**config.mk**
```make
export PLATFORM = sky130hd
export DESIGN_NAME = loop_divider_pfd
export DESIGN_NICKNAME = d
export VERILOG_FILES = /design/src/rtl/loop_div_pkg.sv /design/src/rtl/loop_div_prescaler.sv /design/src/rtl/loop_div_counter.sv /design/src/rtl/loop_div_pfd.sv /design/src/rtl/loop_divider_pfd.sv
export SDC_FILE = /design/constraint.sdc
export NUM_CORES = 1
export LEC_CHECK = 0
export BUFFER_PORTS_ARGS = -buffer_cell sky130_fd_sc_hd__buf_4
export CAP_MARGIN = 30
export CORE_UTILIZATION = 45
export DETAILED_ROUTE_END_ITERATION = 10
export PLACE_DENSITY = 0.65
export RECOVER_POWER = 50
export SLEW_MARGIN = 20
export SYNTH_ARGS = -nofsm -noshare
export SYNTH_HDL_FRONTEND = slang
export SYNTH_SLANG_ARGS = --single-unit
```
**constraint.sdc**
```tcl
create_clock -name clk -period 2.2 [get_ports clk]
set_input_delay 0.44 -clock clk [delete_from_list [all_inputs] [get_ports clk]]
set_output_delay 0.44 -clock clk [all_outputs]
set_load 0.01 [all_outputs]
```
**src/rtl/loop_div_pkg.sv**
```systemverilog
package loop_div_pkg;

  typedef enum logic {BAND_AM = 1'b0, BAND_FM = 1'b1} band_e;

  // Width needed to count 0 .. limit-1 (at least one bit).
  function automatic int unsigned cnt_width(input int unsigned limit);
    return (limit > 1) ? $clog2(limit) : 1;
  endfunction

  // Feedback period in prescaled ticks for a loaded value.
  function automatic int unsigned loop_ratio(input int unsigned n);
    return n + 1;
  endfunction

  // Detector flip-flop next state: a new event sets, a clear drops.
  function automatic logic pfd_next(input logic cur, input logic evt, input logic clr);
    return (cur & ~clr) | evt;
  endfunction

endpackage

```
**src/rtl/loop_div_prescaler.sv**
```systemverilog
module loop_div_prescaler #(
  parameter int unsigned DIV = 8
) (
  input  logic clk,
  input  logic rst_n,
  input  logic tick_in,
  output logic tick_out
);
  import loop_div_pkg::*;

  localparam int unsigned W = cnt_width(DIV);
  localparam logic [W-1:0] LAST = W'(DIV - 1);

  logic [W-1:0] phase_q;
  logic         wrap;

  generate
    if (DIV <= 1) begin : g_pass
      assign wrap = tick_in;
    end else begin : g_count
      assign wrap = tick_in && (phase_q == LAST);
    end
  endgenerate

  always_ff @(posedge clk) begin
    if (!rst_n) begin
      phase_q <= '0;
    end else if (tick_in) begin
      phase_q <= wrap ? '0 : phase_q + 1'b1;
    end
  end

  assign tick_out = wrap;

endmodule

```
**src/rtl/loop_div_counter.sv**
```systemverilog
module loop_div_counter #(
  parameter int unsigned CNT_W = 14
) (
  input  logic             clk,
  input  logic             rst_n,
  input  logic             am_pre,
  input  logic             fm_pre,
  input  logic             band_req,
  input  logic [CNT_W-1:0] n_req,
  output logic             sel_tick,
  output logic             term,
  output logic             band_act,
  output logic [CNT_W-1:0] cnt_q,
  output logic             div_pulse
);
  import loop_div_pkg::*;

  band_e band_q;

  always_comb begin
    sel_tick = (band_q == BAND_FM) ? fm_pre : am_pre;
    term     = sel_tick && (cnt_q == '0);
  end

  always_ff @(posedge clk) begin
    if (!rst_n) begin
      cnt_q     <= '0;
      band_q    <= BAND_AM;
      div_pulse <= 1'b0;
    end else begin
      div_pulse <= term;
      if (term) begin
        cnt_q  <= n_req;
        band_q <= band_e'(band_req);
      end else if (sel_tick) begin
        cnt_q <= cnt_q - 1'b1;
      end
    end
  end

  assign band_act = band_q;

endmodule

```
**src/rtl/loop_div_pfd.sv**
```systemverilog
module loop_div_pfd (
  input  logic clk,
  input  logic rst_n,
  input  logic fb_pulse,
  input  logic ref_pulse,
  output logic up_q,
  output logic dn_q,
  output logic drive_en
);
  import loop_div_pkg::*;

  logic clr;

  assign clr = up_q && dn_q;

  always_ff @(posedge clk) begin
    if (!rst_n) begin
      up_q <= 1'b0;
      dn_q <= 1'b0;
    end else begin
      up_q <= pfd_next(up_q, fb_pulse, clr);
      dn_q <= pfd_next(dn_q, ref_pulse, clr);
    end
  end

  assign drive_en = up_q ^ dn_q;

endmodule

```
**src/rtl/loop_divider_pfd.sv**
```systemverilog
module loop_divider_pfd #(
  parameter int unsigned CNT_W  = 14,
  parameter int unsigned AM_PRE = 8,
  parameter int unsigned FM_PRE = 64
) (
  input  logic             clk,
  input  logic             rst_n,
  input  logic             am_vco_tick,
  input  logic             fm_vco_tick,
  input  logic             band_fm,
  input  logic [CNT_W-1:0] div_value,
  input  logic             ref_strobe,
  output logic             pump_src,
  output logic             pump_snk,
  output logic             pump_oe
);

  logic             am_pre;
  logic             fm_pre;
  logic             sel_tick;
  logic             term;
  logic             band_act;
  logic [CNT_W-1:0] cnt_q;
  logic             div_pulse;

  loop_div_prescaler #(.DIV(AM_PRE)) u_pre_am (
    .clk(clk), .rst_n(rst_n), .tick_in(am_vco_tick), .tick_out(am_pre)
  );

  loop_div_prescaler #(.DIV(FM_PRE)) u_pre_fm (
    .clk(clk), .rst_n(rst_n), .tick_in(fm_vco_tick), .tick_out(fm_pre)
  );

  loop_div_counter #(.CNT_W(CNT_W)) u_cnt (
    .clk(clk), .rst_n(rst_n), .am_pre(am_pre), .fm_pre(fm_pre),
    .band_req(band_fm), .n_req(div_value), .sel_tick(sel_tick),
    .term(term), .band_act(band_act), .cnt_q(cnt_q), .div_pulse(div_pulse)
  );

  loop_div_pfd u_pfd (
    .clk(clk), .rst_n(rst_n), .fb_pulse(div_pulse), .ref_pulse(ref_strobe),
    .up_q(pump_src), .dn_q(pump_snk), .drive_en(pump_oe)
  );

endmodule

```
# Word level (Yosys, flattened, before mapping)
# Cells that the tools add are included.
# classes
order_cmp	0
n_reduce_logical	6
muxes	5
n_eq_ne	2
bitwise	6
n_addsub	3
n_mul	0
n_div	0
shifts	0
# ops
op	count
$mux 14	2
$logic_not 14->1	1
$sub 14x1->14 const B	1
$add 6x1->6 const B	1
$eq 6x6->1 const B	1
$mux 6	1
$logic_and 1x1->1	4
$add 3x1->3 const B	1
$eq 3x3->1 const B	1
$mux 3	1
$and 1x1->1	2
$or 1x1->1	2
$reduce_bool 2->1	1
$mux 1	1
$not 1->1	1
$xor 1x1->1	1
# word_totals
memories	0
ramBits	0
register_bits	27
word_cells	29
rom_bits	0
in_bits	20
latch_bits	0

# Longest topological paths before layout
# depth
word_depth	5
ltp_mapped	8
ltp_nobuf	6

# Hierarchy
# A second synthesis with hierarchy kept.
# unflattened
hier_cells	171
hier_area_um2	1498.9
# by_module_without_submodules
mod	cells_each	area_per_inst_um2	instances	seq_area_each_um2
loop_div_counter	118	965.9	1	320.3
loop_div_prescaler at u_pre_fm	30	286.5	1	120.1
loop_div_prescaler at u_pre_am	14	155.1	1	60.1
loop_div_pfd	9	91.3	1	40.0

# Worst setup path before layout
# No wires, ideal clock.
# synth_timing
kind	flip-flop to flip-flop
from	register u_cnt.cnt_q[0]
to	register u_cnt.cnt_q[8]
path_stages_with_launch	7
setup_ns	0.119
arrival_time_ns	1.789
path_slack_ns	0.293
n_path_buf	0
required_ns	2.081
cell_sequence	dfxtp_1 > inv_1 > ha_1 > or3b_4 > or4_4 > o22a_1 > o221a_1
# synth_via
elab_chain_len	3
# synth_lines
element	line	text
from (decl)	loop_div_counter.sv:13	output logic [CNT_W-1:0] cnt_q,
from (signal assigned)	loop_div_counter.sv:33	cnt_q <= n_req;
from (signal assigned)	loop_div_counter.sv:36	cnt_q <= cnt_q - 1'b1;
$sub 14x1->14 or $logic_not 14->1 (tied branches)	loop_div_counter.sv:36, loop_div_counter.sv:22	
$mux 14 or $logic_and 1x1->1 (tied branches)	loop_div_counter.sv:35, loop_div_counter.sv:22	
$mux 14 or $reduce_bool 2->1 (tied branches)	-	
# Several ways; a longest one is shown, not always the timed one. The select of a mux whose other input is x is not followed.
# A chain may end at the register's enable or synchronous reset.

# Worst setup path in the final report
# Same ends and word-level chain as after synthesis.

==> flow_summary.ini <==
[status]
outcome = completed

[critical_path]
slowest_stage = or3b_4
critPathMaxStageDelay_ps = 430
setup.worst_path.class = reg2reg
worst-path-buf-inv = 1
endpoint_kind = register
worst-endpoint-required_ps = 2450
crit_chain = inv_1, ha_1, or3b_4, or4_4, o22a_1, o221a_1
cp_max_fo = 5
critPathTopFamily = simple AND/OR/NAND/NOR gates
cp.arrival_ps = 2320
cp-start-kind = register

[die]
io_pins = 23
placementRows = 21
die_y_um = 60.86
die_area_um2 = 3704
start_util_pct = 46.72
core_area_um2 = 3337
die_w_um = 60.86

[power]
totalPowerFinal_w = 0.0008005
p_leak_nw = 0.7706
max-vdd-ir-drop_mv = 0.1608
power.density_nw_per_um2 = 436.4

[cts]
path_clk_slew_ps = 160
postCtsSetupRepairBufs = 0
htree_levels = 1
root_buffer = clkbuf_4
cts_num_sinks = 27
cts_tree = done
cts_resized = 0
cts-hold-fix-buffers = 0
cts_made_buffers = 3
clk_latency_ps = 340
clk_path_buf_depth = 2

[global_route]
use_met2_pct = 42.07
grtUsageMet3_pct = 3.412
grt_max_degree = 19
use_met1_pct = 26.30
grt_pass1_vias = 1439
gr-total-overflow = 0
grt_pass1_wl_um = 6251
grt_use_total_pct = 22.61
antenna_found_initial = 0
grt-busiest-layer = met2

[drt]
wl_um = 3791
vias_per_cell = 5.753
drc = 0
wl_per_cell_um = 14.64
ant_nets = 0
dr.pass1.iters = 4
via_count = 1490
drtIter0Drc = 86

[final_layout]
fin_util_pct = 54.97
antenna_cells = 0
nNetsFinal = 241
drive_above_1_share_pct = 21.13
areaGrowthSynthToFinish_pct = 17.66

[synth]
synth_ff_type = dfxtp_1
synth_area_per_cell_um2 = 8.473
synth_xor_area_share_pct = 1.685
ys_warn_count = 0
synth_compound_area_share_pct = 19.42
synth.area.top_cells = dfxtp_1 35%, mux2i_1 5.8%, ha_1 5.6%
syn_nets = 211
synth_fa_ha_area_share_pct = 5.618
netlist_instances = 184
yosysTopAreaCellShare_pct = 34.67
async_flop_share_pct = 0
synth_largest_area_cell = dfxtp_1
synth_edf_count = 0
synth_area_um2 = 1559
synth_top_family_by_area = simple AND/OR/NAND/NOR gates
ys_seq_area_share_pct = 34.67
muxShareOfSynthArea_pct = 6.501
synth_simple_gate_area_share_pct = 27.69
synth_seq_cells = 27
synth_cell_types = 51

[sta]
period_share_pct = 94.25
rsz0062_at_grt = no
period_needed_ps = 2074
finalSetupViolCount = 0
worst_slew_pin_slew_ps = 642.1
fin_tns_setup_ps = 0
finClkSkew_ps = 16.63
hold_viol_final = 0
max_freq_mhz = 482.3
timing_max_transition_violations_final = 0
slew_headroom_pct = 57.19

[placement]
dp_hpwl_um = 2819
io_buffers = 22
finalWeightedCongestion = 0.8551

[flow_run]
cap_violations = 0

[worst_hold_path]
min_path_type = in2reg
==> flip-flops by register name, indices dropped and copies added (netlist names) <==
| name | count |
|---|---|
| u_cnt.band_act | 1 |
| u_cnt.cnt_q | 14 |
| u_cnt.div_pulse | 1 |
| u_pfd.dn_q | 1 |
| u_pfd.up_q | 1 |
| u_pre_am.phase_q | 3 |
| u_pre_fm.phase_q | 6 |
==> cell usage after synthesis, drive strengths merged, types with 3 or more instances <==
cell type	n
dfxtp	27
nor2	18
nand2	15
a21oi	10
inv	10
mux2i	9
nor3	9
nand3	8
ha	7
o21ai	7
nand4	6
o22ai	6
a211oi	4
clkbuf	4
nor4	4
or3	3
or4	3
xor2	3
==> layer usage <==
metal | routed length [um] | part of all wire [%]
met5 | 0 | 0
met4 | 67 | 1.8
met3 | 180 | 4.7
met2 | 1902 | 50
met1 | 1641 | 43
==> worst reg2reg max path, delay by kind of cell (launching register included) <==
family | cells | cell delay (ps)
AO/OA/AOI/OAI | 2 | 440
flip-flops | 1 | 360
adder cells (fa/ha/maj) | 1 | 230
AND/OR/NAND/NOR | 2 | 860
buffers and inverters | 1 | 120
==> area by class of cell <==
class,instances,area (um^2)
fillers,337,1503
inverters,10,37.54
multi-input cells,141,949.7
clock inverters,1,5.005
clock buffers,3,22.52
well taps,46,57.56
flip-flops and latches,27,540.5
repair buffers,31,221.5
==> where the power goes <==
| group | switching, W | internal [W] |
|---|---|---|
| sequential | 0.00000563 | 0.000497 |
| clock | 0.000157 | 0.0000683 |
| combinational | 0.0000329 | 0.0000404 |
==> cells by family (layout without fill, tap and decap cells) <==
family | after synthesis | count (layout)
AND/OR/NAND/NOR | 76 | 76
AO/OA/AOI/OAI | 45 | 45
flip-flops | 27 | 27
buffers and inverters | 16 | 45
multiplexers | 10 | 10
adder cells (fa/ha/maj) | 7 | 7
XOR/XNOR | 3 | 3
==> per-stage QoR <==
step / hold WS [ps] / std cells / cell area, um^2 / setup slack, ps
final: 316.2 / 259 / 1834 / 126.5
after floorplan: 411.4 / 184 / 1559 / 292.5
after global placement: 420.3 / 255 / 1818 / 226.6
after CTS: 316.9 / 259 / 1846 / 125.2
after detailed placement: 434.2 / 255 / 1818 / 139.2
after global routing: 315.0 / 259 / 1834 / 58.59
==> cell usage in the layout, fill, tap and decap left out, types with 2 or more instances in the layout <==
cell | Yosys | layout
nand3_1 | 8 | 8
inv_1 | 10 | 10
ha_1 | 7 | 7
nand2_1 | 15 | 15
a22oi_1 | 2 | 2
or4_1 | 2 | 2
dfxtp_1 | 27 | 27
a31oi_1 | 2 | 2
a211oi_1 | 4 | 4
o22ai_1 | 6 | 6
nor4_1 | 2 | 2
nand4_1 | 5 | 5
xor2_1 | 3 | 3
mux2i_1 | 9 | 9
o21ai_1 | 2 | 2
nor3_1 | 8 | 8
clkbuf_4 | 0 | 3
clkbuf_1 | 4 | 3
o22a_1 | 2 | 2
or3_1 | 2 | 2
a21oi_1 | 10 | 10
nor2_1 | 18 | 18
buf_4 | 0 | 28
o21a_1 | 2 | 2
o21ai_0 | 5 | 5
o311ai_0 | 2 | 2
==> path summary, 6_finish.rpt <==
| kind | from | to | slack (ps) | cells past startpoint |
|---|---|---|---|---|
| max | u_cnt.cnt_q[0] | u_cnt.cnt_q[8] | 130 | 6 |
| min | ref_strobe | u_pfd.dn_q | 320 | 3 |
| max reg2reg | u_cnt.cnt_q[0] | u_cnt.cnt_q[8] | 130 | 6 |
| min reg2reg | u_cnt.div_pulse | u_pfd.up_q | 460 | 2 |
No activity file was read; power rests on OpenSTA's default activity.
